### src/rtl/gshare_pkg.sv
package gshare_pkg;

  typedef logic [1:0] ctr_t;

  localparam ctr_t CTR_STRONG_NT = 2'd0;
  localparam ctr_t CTR_WEAK_NT   = 2'd1;
  localparam ctr_t CTR_WEAK_T    = 2'd2;
  localparam ctr_t CTR_STRONG_T  = 2'd3;

  // saturating step of a direction counter
  function automatic ctr_t ctr_step(input ctr_t c, input logic taken);
    ctr_t r;
    if (taken) r = (c == CTR_STRONG_T)  ? c : c + 2'd1;
    else       r = (c == CTR_STRONG_NT) ? c : c - 2'd1;
    return r;
  endfunction

endpackage

### src/rtl/gshare_history.sv
module gshare_history #(
  parameter int HIST_W = 6
) (
  input  logic              clk,
  input  logic              rst,
  input  logic              shift_en,
  input  logic              shift_bit,
  output logic [HIST_W-1:0] hist
);

  always_ff @(posedge clk) begin
    if (rst)           hist <= '0;
    else if (shift_en) hist <= {hist[HIST_W-2:0], shift_bit};
  end

  AST_HIST_SHIFT_IN: assert property (@(posedge clk) disable iff (rst)
    shift_en |=> hist[0] == $past(shift_bit));
  AST_HIST_HOLD: assert property (@(posedge clk) disable iff (rst)
    !shift_en |=> $stable(hist));
  AST_HIST_RST: assert property (@(posedge clk)
    rst |=> hist == '0);

endmodule

### src/rtl/gshare_hash.sv
module gshare_hash #(
  parameter int HIST_W    = 6,
  parameter int PC_W      = 32,
  parameter int PC_LSB    = 2,
  parameter bit HASH_MODE = 1'b1
) (
  input  logic [HIST_W-1:0] hist,
  input  logic [PC_W-1:0]   pc,
  output logic [HIST_W-1:0] idx
);

  logic unused_pc_fold;
  assign unused_pc_fold = ^pc;

  generate
    if (HASH_MODE) begin : g_xor
      assign idx = hist ^ pc[PC_LSB +: HIST_W];
    end else begin : g_plain
      assign idx = hist;
    end
  endgenerate

endmodule

### src/rtl/gshare_pht.sv
module gshare_pht
  import gshare_pkg::*;
#(
  parameter int IDX_W = 6
) (
  input  logic             clk,
  input  logic             rst,
  input  logic [IDX_W-1:0] rd_idx,
  output ctr_t             rd_ctr,
  input  logic             wr_en,
  input  logic [IDX_W-1:0] wr_idx,
  input  logic             wr_taken
);

  localparam int DEPTH = 1 << IDX_W;

  ctr_t mem [DEPTH];
  ctr_t wr_cur;

  assign rd_ctr = mem[rd_idx];
  assign wr_cur = mem[wr_idx];

  always_ff @(posedge clk) begin
    if (rst) begin
      for (int i = 0; i < DEPTH; i++) mem[i] <= CTR_WEAK_T;
    end else if (wr_en) begin
      mem[wr_idx] <= ctr_step(wr_cur, wr_taken);
    end
  end

  AST_CTR_INC: assert property (@(posedge clk) disable iff (rst)
    (wr_en && wr_taken && wr_cur != CTR_STRONG_T) |=>
      mem[$past(wr_idx)] == ctr_t'($past(wr_cur) + 2'd1));
  AST_CTR_DEC: assert property (@(posedge clk) disable iff (rst)
    (wr_en && !wr_taken && wr_cur != CTR_STRONG_NT) |=>
      mem[$past(wr_idx)] == ctr_t'($past(wr_cur) - 2'd1));
  AST_SAT_HI: assert property (@(posedge clk) disable iff (rst)
    (wr_en && wr_taken && wr_cur == CTR_STRONG_T) |=>
      mem[$past(wr_idx)] == CTR_STRONG_T);
  AST_SAT_LO: assert property (@(posedge clk) disable iff (rst)
    (wr_en && !wr_taken && wr_cur == CTR_STRONG_NT) |=>
      mem[$past(wr_idx)] == CTR_STRONG_NT);

endmodule

### src/rtl/gshare_predictor.sv
module gshare_predictor
  import gshare_pkg::*;
#(
  parameter int HIST_W    = 6,
  parameter int PC_W      = 32,
  parameter int PC_LSB    = 2,
  parameter bit HASH_MODE = 1'b1
) (
  input  logic              clk,
  input  logic              rst,
  input  logic [PC_W-1:0]   pred_pc,
  output logic              pred_taken,
  output logic [HIST_W-1:0] pred_hist,
  input  logic              upd_valid,
  input  logic [PC_W-1:0]   upd_pc,
  input  logic [HIST_W-1:0] upd_hist,
  input  logic              upd_taken
);

  localparam int IDX_W = HIST_W;

  logic [HIST_W-1:0] hist_q;
  logic [IDX_W-1:0]  rd_idx;
  logic [IDX_W-1:0]  wr_idx;
  ctr_t              rd_ctr;

  gshare_history #(.HIST_W(HIST_W)) u_hist (
    .clk      (clk),
    .rst      (rst),
    .shift_en (upd_valid),
    .shift_bit(upd_taken),
    .hist     (hist_q)
  );

  gshare_hash #(.HIST_W(HIST_W), .PC_W(PC_W), .PC_LSB(PC_LSB), .HASH_MODE(HASH_MODE)) u_rd_hash (
    .hist(hist_q),
    .pc  (pred_pc),
    .idx (rd_idx)
  );

  gshare_hash #(.HIST_W(HIST_W), .PC_W(PC_W), .PC_LSB(PC_LSB), .HASH_MODE(HASH_MODE)) u_wr_hash (
    .hist(upd_hist),
    .pc  (upd_pc),
    .idx (wr_idx)
  );

  gshare_pht #(.IDX_W(IDX_W)) u_pht (
    .clk     (clk),
    .rst     (rst),
    .rd_idx  (rd_idx),
    .rd_ctr  (rd_ctr),
    .wr_en   (upd_valid),
    .wr_idx  (wr_idx),
    .wr_taken(upd_taken)
  );

  assign pred_taken = rd_ctr[1];
  assign pred_hist  = hist_q;

  AST_RST_PRED_T: assert property (@(posedge clk)
    rst |=> pred_taken);
  AST_HIST_OUT_SHIFT: assert property (@(posedge clk) disable iff (rst)
    upd_valid |=> pred_hist[HIST_W-1:1] == $past(pred_hist[HIST_W-2:0]));

endmodule

### config.mk
export PLATFORM = sky130hd
export DESIGN_NAME = gshare_predictor
export DESIGN_NICKNAME = d
export VERILOG_FILES = /design/src/rtl/gshare_pkg.sv /design/src/rtl/gshare_history.sv /design/src/rtl/gshare_hash.sv /design/src/rtl/gshare_pht.sv /design/src/rtl/gshare_predictor.sv
export SDC_FILE = /design/constraint.sdc
export NUM_CORES = 1
export LEC_CHECK = 0
export CORE_MARGIN = 3
export CORE_UTILIZATION = 40
export DETAILED_ROUTE_END_ITERATION = 6
export DONT_BUFFER_PORTS = 1
export PLACE_DENSITY = 0.61
export SYNTH_ARGS = -nofsm -noshare
export SYNTH_HDL_FRONTEND = slang
export SYNTH_HIERARCHICAL = 1
export SYNTH_SLANG_ARGS = --single-unit
export TNS_END_PERCENT = 1
### constraint.sdc
create_clock -name clk -period 3 [get_ports clk]
set_input_delay 0.15 -clock clk [delete_from_list [all_inputs] [get_ports clk]]
set_output_delay 0.15 -clock clk [all_outputs]
set_load 0.03 [all_outputs]
==> results of run 1 <==
## metal layers
metal / share of wire, % / up-vias / wire [µm] / GRT usage [%]
met5: 0 / - / 0 / 0
met4: 1.8 / 0 / 384 / 7.02
met3: 8.9 / 39 / 1860 / 4.73
met2: 48 / 284 / 10100 / 33.8
met1: 41 / 2771 / 8600 / 27.5
li1: - / 2456 / - / -
## stage by stage
step,std cells,worst slack (ns),setup TNS [ns]
floorplan,650,0.0184,0
global route,947,0.00193,0
CTS,944,0.00182,0
global placement,906,-0.128,-0.619
detailed placement,906,-0.170,-2.84
finish,947,0.107,0
## worst max-delay path: stages, from the launching register on
cell,delay (ns)
dfxtp_2,0.38
xor2_4,0.25
buf_12,0.19
buf_4,0.13
mux4_2,0.51
mux4_2,0.48
a211oi_2,0.25
a21oi_2,0.12
## power by group through the flow
stage               Sequential, mW  Combinational [mW]  Clock (mW)
global route                  2.11                1.12        2.23
detailed placement            2.14               0.998           0
CTS                           2.11                1.03        2.15
floorplan                     2.14               0.729           0
finish                        2.11                1.06        2.12
global placement              2.14               0.984           0
## worst max path at each step
stage                              start                to
after floorplan           u_hist/hist[0]        pred_taken
after global placement         upd_pc[2]  u_pht/mem[32][0]
after detailed placement       upd_pc[2]  u_pht/mem[32][0]
after CTS                 u_hist/hist[0]        pred_taken
after global routing      u_hist/hist[0]        pred_taken
final                     u_hist/hist[0]        pred_taken
## flip-flops by register name, summed over array words and instances, names as in the netlist
| signal | flops |
|---|---|
| u_pht/mem | 128 |
| u_hist/hist | 6 |
## cells in the final DEF (no fill, tap or decap), types with 5 or more instances in the layout
| cell | count |
|---|---|
| a21o_1 | 19 |
| a221oi_1 | 6 |
| a22o_1 | 6 |
| a22oi_1 | 9 |
| and3_1 | 5 |
| buf_12 | 7 |
| buf_4 | 59 |
| clkbuf_16 | 18 |
| dfxtp_1 | 5 |
| dlygate4sd3_1 | 5 |
| edfxtp_1 | 128 |
| mux2_2 | 10 |
| mux2i_1 | 22 |
| mux4_2 | 31 |
| nand2_1 | 61 |
| nand2b_1 | 33 |
| nand3_1 | 45 |
| nand3b_1 | 5 |
| nor2_1 | 67 |
| nor2b_1 | 5 |
| nor3_2 | 33 |
| o21ai_0 | 5 |
| o221ai_1 | 5 |
| or2_2 | 22 |
| xor2_1 | 8 |
## what timing repair did
action,4_1_cts,5_1_grt
gates resized for setup,1,4
buffers inserted,2,1
gates cloned,0,1
hold endpoints to repair,124,2
endpoints found under the setup margin,1,1
pin swaps,0,2
hold buffers,5,1
## area by class of cell
| class | instances | area [µm²] |
|---|---|---|
| Timing Repair Buffer | 73 | 686 |
| Sequential cell | 134 | 3970 |
| Clock inverter | 12 | 160 |
| Fill cell | 1655 | 9800 |
| Clock buffer | 19 | 433 |
| Inverter | 4 | 15.0 |
| Multi-Input combinational cell | 445 | 3440 |
| Tap cell | 260 | 325 |
==> out/results.txt, run 1 <==
status = complete, no violations
R2R setup slack = 0.22 ns
Worst IR Drop VDD = 484 µV
clk sinks = 134
router iterations before antenna repair = 5
Chip Width = 145 µm
Tmin final = 2.89 ns
TritonCTS Buffers = 17
nets@finish = 749
Final Power = 5.28 mW
Seq pwr share = 39.9%
actual slew at the worst max-slew pin = 0.821 ns
Longest Clk Path Bufs = 2
max cap viols = 0
Crit Path Max Fanout = 8
vias per std cell = 5.86
Sw Ratio = 26.8%
hold endpoint = u_pht/mem[14][0]
gpl congestion = 0.910
r2r endpoint = u_pht/mem[32][0]
die height = 145 µm
Critical Path End Type = primary output
RSZ-0062 raised after global routing = false
Pleak = 2.96 nW
ratio of final minimum period to clock period = 96.4%
row cnt = 50
Clk Latency, worst-skew pair = 0.42 ns
CP Launch Type = flip-flop
Ys Warns = 6
Worst R2R Path Depth = 8
Ant. Diodes = 0
vias in the first global route = 5539
area grow syn2layout = 17.1%
Total Routed Length = 20900 µm
Clock transition at path regs = 0.06 ns
CTS tree = done
core area = 18800 µm²
largest net degree at the start of global routing = 66
vias = 5550
# IOs = 81
crit path kind = flip-flop to primary output
Detail Placement HPWL = 14500 µm
share of layout cells above drive strength 1 = 30.0%
required time of the critical path = 2.85 ns
internal power = 3.87 mW
Syn Area/Cell = 11.9 µm²
NetSw = 1.42 mW
die area = 21000 µm²
WL/cell = 22.1 µm
Core Util, Final = 47.9%
H-Tree Depth = 4
starting density of the core = 40.9%
DRC Markers = 0
Worst Clk Skew = 0.00927 ns
post-route cell area = 9030 µm²
Setup-failing EPs final = 0
DRT iter0 DRCs = 651
Min-Delay Startpoint = rst
all-layer global routing usage = 20.7%
Slew headroom = 45.1%
Congestion Overflow GR = 0
clock share of power = 40.1%
final hold viol count = 0
Slew Viols, Final = 0
hold depth = 1
Synth Cell Area = 7710 µm²
Cells after Synth = 650
Hold Slack = 0.0297 ns
first-pass GRT wire length = 31900 µm
Logic pwr share = 20.0%
IO Port Bufs = 0
PD cells = 585 nW/µm²
Root Driver = clkbuf_16
highest clock rate = 346 MHz
initial antenna violation count = 0
Min-Delay Path Class = input port to flip-flop
WP data arrival = 2.74 ns
Synth Net Count = 724
DRT antenna net count = 0
Reg-to-Reg Start = u_pht/mem[2][0]
placed cell area = 8290 µm²
Power figures use the tool's default switching activity.
==> run 2: changes to the inputs <==
CORE_UTILIZATION = 60   (was 40)
PLACE_DENSITY = 0.83   (was 0.61)
==> run 2 against run 1 <==
Effect of this change: largest cell class unchanged; worst hold slack better by 0.045 ns; die area down 32%; highest routed layer unchanged; first-iteration DRC count up 80%; clock-buffer cell count up 1; register-to-register slack worse by 0.02 ns; worst setup slack worse by 0.042 ns.
==> out/results.txt, run 2 (synthesized netlist as in run 1, its figures left out) <==
status = complete, no violations
PD cells = 616 nW/µm² (+5.4%)
clk sinks = 134 (unchanged)
TritonCTS Buffers = 17 (unchanged)
internal power = 4.02 mW (+3.8%)
initial antenna violation count = 0 (unchanged)
largest net degree at the start of global routing = 65 (-1.5%)
Detail Placement HPWL = 13500 µm (-6.7%)
Slew headroom = 41.8% (-3.2 points)
die area = 14200 µm² (-32%)
Clock transition at path regs = 0.06 ns (about the same)
nets@finish = 740 (-1.2%)
Fillers = 729 (-56%)
Pleak = 2.94 nW (-0.56%)
multi-input logic area = 3430 µm² (-0.33%)
Congestion Overflow GR = 0 (unchanged)
Logic pwr share = 19.8% (-0.2 points)
final hold viol count = 0 (unchanged)
DRT iter0 DRCs = 1173 (+80%)
ratio of final minimum period to clock period = 97.8% (+1.4 points)
Slew Viols, Final = 0 (unchanged)
Min-Delay Path Class = input port to flip-flop
filler-free cell count of the finished design = 847 (-11%)
Crit Path Max Fanout = 10 (+2)
Hold Slack = 0.0745 ns (+0.0448 ns)
Seq pwr share = 38.3% (-1.6 points)
router iterations before antenna repair = 6 (+1)
vias in the first global route = 6002 (+8.4%)
CTS tree = done
Reg with most FFs = u_pht/mem
max cap viols = 0 (unchanged)
core area = 12300 µm² (-35%)
Longest Clk Path Bufs = 2 (unchanged)
crit path kind = flip-flop to primary output
Largest register FFs = 128 (unchanged)
actual slew at the worst max-slew pin = 0.869 ns (+0.0484 ns)
Setup-failing EPs final = 0 (unchanged)
placed cell count = 801 (-12%)
DRC Markers = 0 (unchanged)
top flop regs = u_pht/mem x128, u_hist/hist x6
first-pass GRT wire length = 33500 µm (+5.1%)
Clk Latency, worst-skew pair = 0.42 ns (about the same)
most frequent cells in the layout = 128 x edfxtp_1, 67 x nor2_1, 61 x nand2_1
required time of the critical path = 2.85 ns (about the same)
area grow syn2layout = 15.7%
all-layer global routing usage = 31.3% (+11 points)
Sw Ratio = 27.0% (+0.18 points)
Worst IR Drop VDD = 423 µV (-13%)
DRT antenna net count = 0 (unchanged)
most common cell after layout, fill and taps aside = edfxtp_1
Tmin final = 2.93 ns (+0.0416 ns)
highest clock rate = 341 MHz (-1.4%)
vias = 6056 (+9.1%)
Ant. Diodes = 0 (unchanged)
Total Routed Length = 22700 µm (+8.4%)
pre-CTS setup slack = 0.0380 ns (+0.208 ns)
WP data arrival = 2.78 ns (+0.04 ns)
WL/cell = 26.8 µm (+21%)
H-Tree Depth = 4 (unchanged)
NetSw = 1.48 mW (+4.8%)
area occupied by registers = 3960 µm² (about the same)
# IOs = 81 (unchanged)
vias per std cell = 7.15 (+22%)
die height = 119 µm (-18%)
IO Port Bufs = 0 (unchanged)
starting density of the core = 62.9% (+22 points)
Root Driver = clkbuf_16
share of layout cells above drive strength 1 = 29.5% (-0.53 points)
clock share of power = 41.9% (+1.8 points)
row cnt = 40 (-20%)
gpl congestion = 0.915 (+0.53%)
setup slack after layout = 0.0651 ns (-0.0416 ns)
Core Util, Final = 72.8% (+25 points)
CP Launch Type = flip-flop
Chip Width = 119 µm (-18%)
Worst Clk Skew = 0.00962 ns (+0.000343 ns)
Critical Path End Type = primary output
[run 2: cell count changes in the layout (fill, tap and decap cells not counted), sizes merged]
cell / delta
inv: +1
dlygate4sd3: +2
bufinv: +1
clkinvlp: +2
clkinv: -4
buf: -10
[run 2: area by class of cell]
cell class | count | share of cell area (%)
Clock inverter | 12 | 2.23
Multi-Input combinational cell | 445 | 38.5
Timing Repair Buffer | 64 | 7.21
Tap cell | 168 | 2.36
Inverter | 4 | 0.168
Clock buffer | 20 | 5.12
Sequential cell | 134 | 44.4
[run 2: worst paths after layout]
path                    start                to  slack, ns  cells after the start
max            u_hist/hist[0]        pred_taken       0.07                      7
min                       rst    u_hist/hist[1]       0.07                      2
max reg2reg  u_pht/mem[38][0]  u_pht/mem[32][0]       0.20                      8
min reg2reg    u_hist/hist[1]    u_hist/hist[1]       0.73                      3
[run 2: per-stage QoR]
stage,instance area [µm²],TNS [ns],power [mW]
4_1_cts,8860,0,5.44
5_1_grt,8920,-0.0193,5.62
3_3_place_gp,8110,0,3.10
3_5_place_dp,8110,0,3.13
2_1_floorplan,7710,0,2.87
6_report,8920,0,5.50
[run 2: worst max-delay path, stage by stage (launching register included)]
cell      delay, ns
dfxtp_1        0.38
xor2_2         0.21
buf_12         0.18
mux4_2         0.54
mux4_2         0.52
nor2b_1        0.16
a211oi_2       0.24
a21oi_2        0.12
[run 2: metal layers]
metal	up-vias	share of wire [%]	wire length (µm)	global-route usage [%]
met5	-	0	0	0
met4	0	7.3	1650	19.4
met3	167	14	3190	8.74
met2	610	47	10600	48.6
met1	2836	32	7290	38.8
li1	2443	-	-	-
[run 2: repair_timing]
action,4_1_cts,5_1_grt
endpoints found under the hold margin,122,0
buffers inserted,0,6
hold buffers,8,0
resized for setup,0,3
endpoints found under the setup margin,0,1
[run 2: power by group through the flow]
| stage | clock (mW) | sequential, mW | combinational [mW] |
|---|---|---|---|
| 2_1_floorplan | 0 | 2.14 | 0.729 |
| 3_3_place_gp | 0 | 2.14 | 0.960 |
| 3_5_place_dp | 0 | 2.14 | 0.985 |
| 4_1_cts | 2.31 | 2.11 | 1.03 |
| 5_1_grt | 2.40 | 2.11 | 1.12 |
| 6_report | 2.30 | 2.11 | 1.09 |
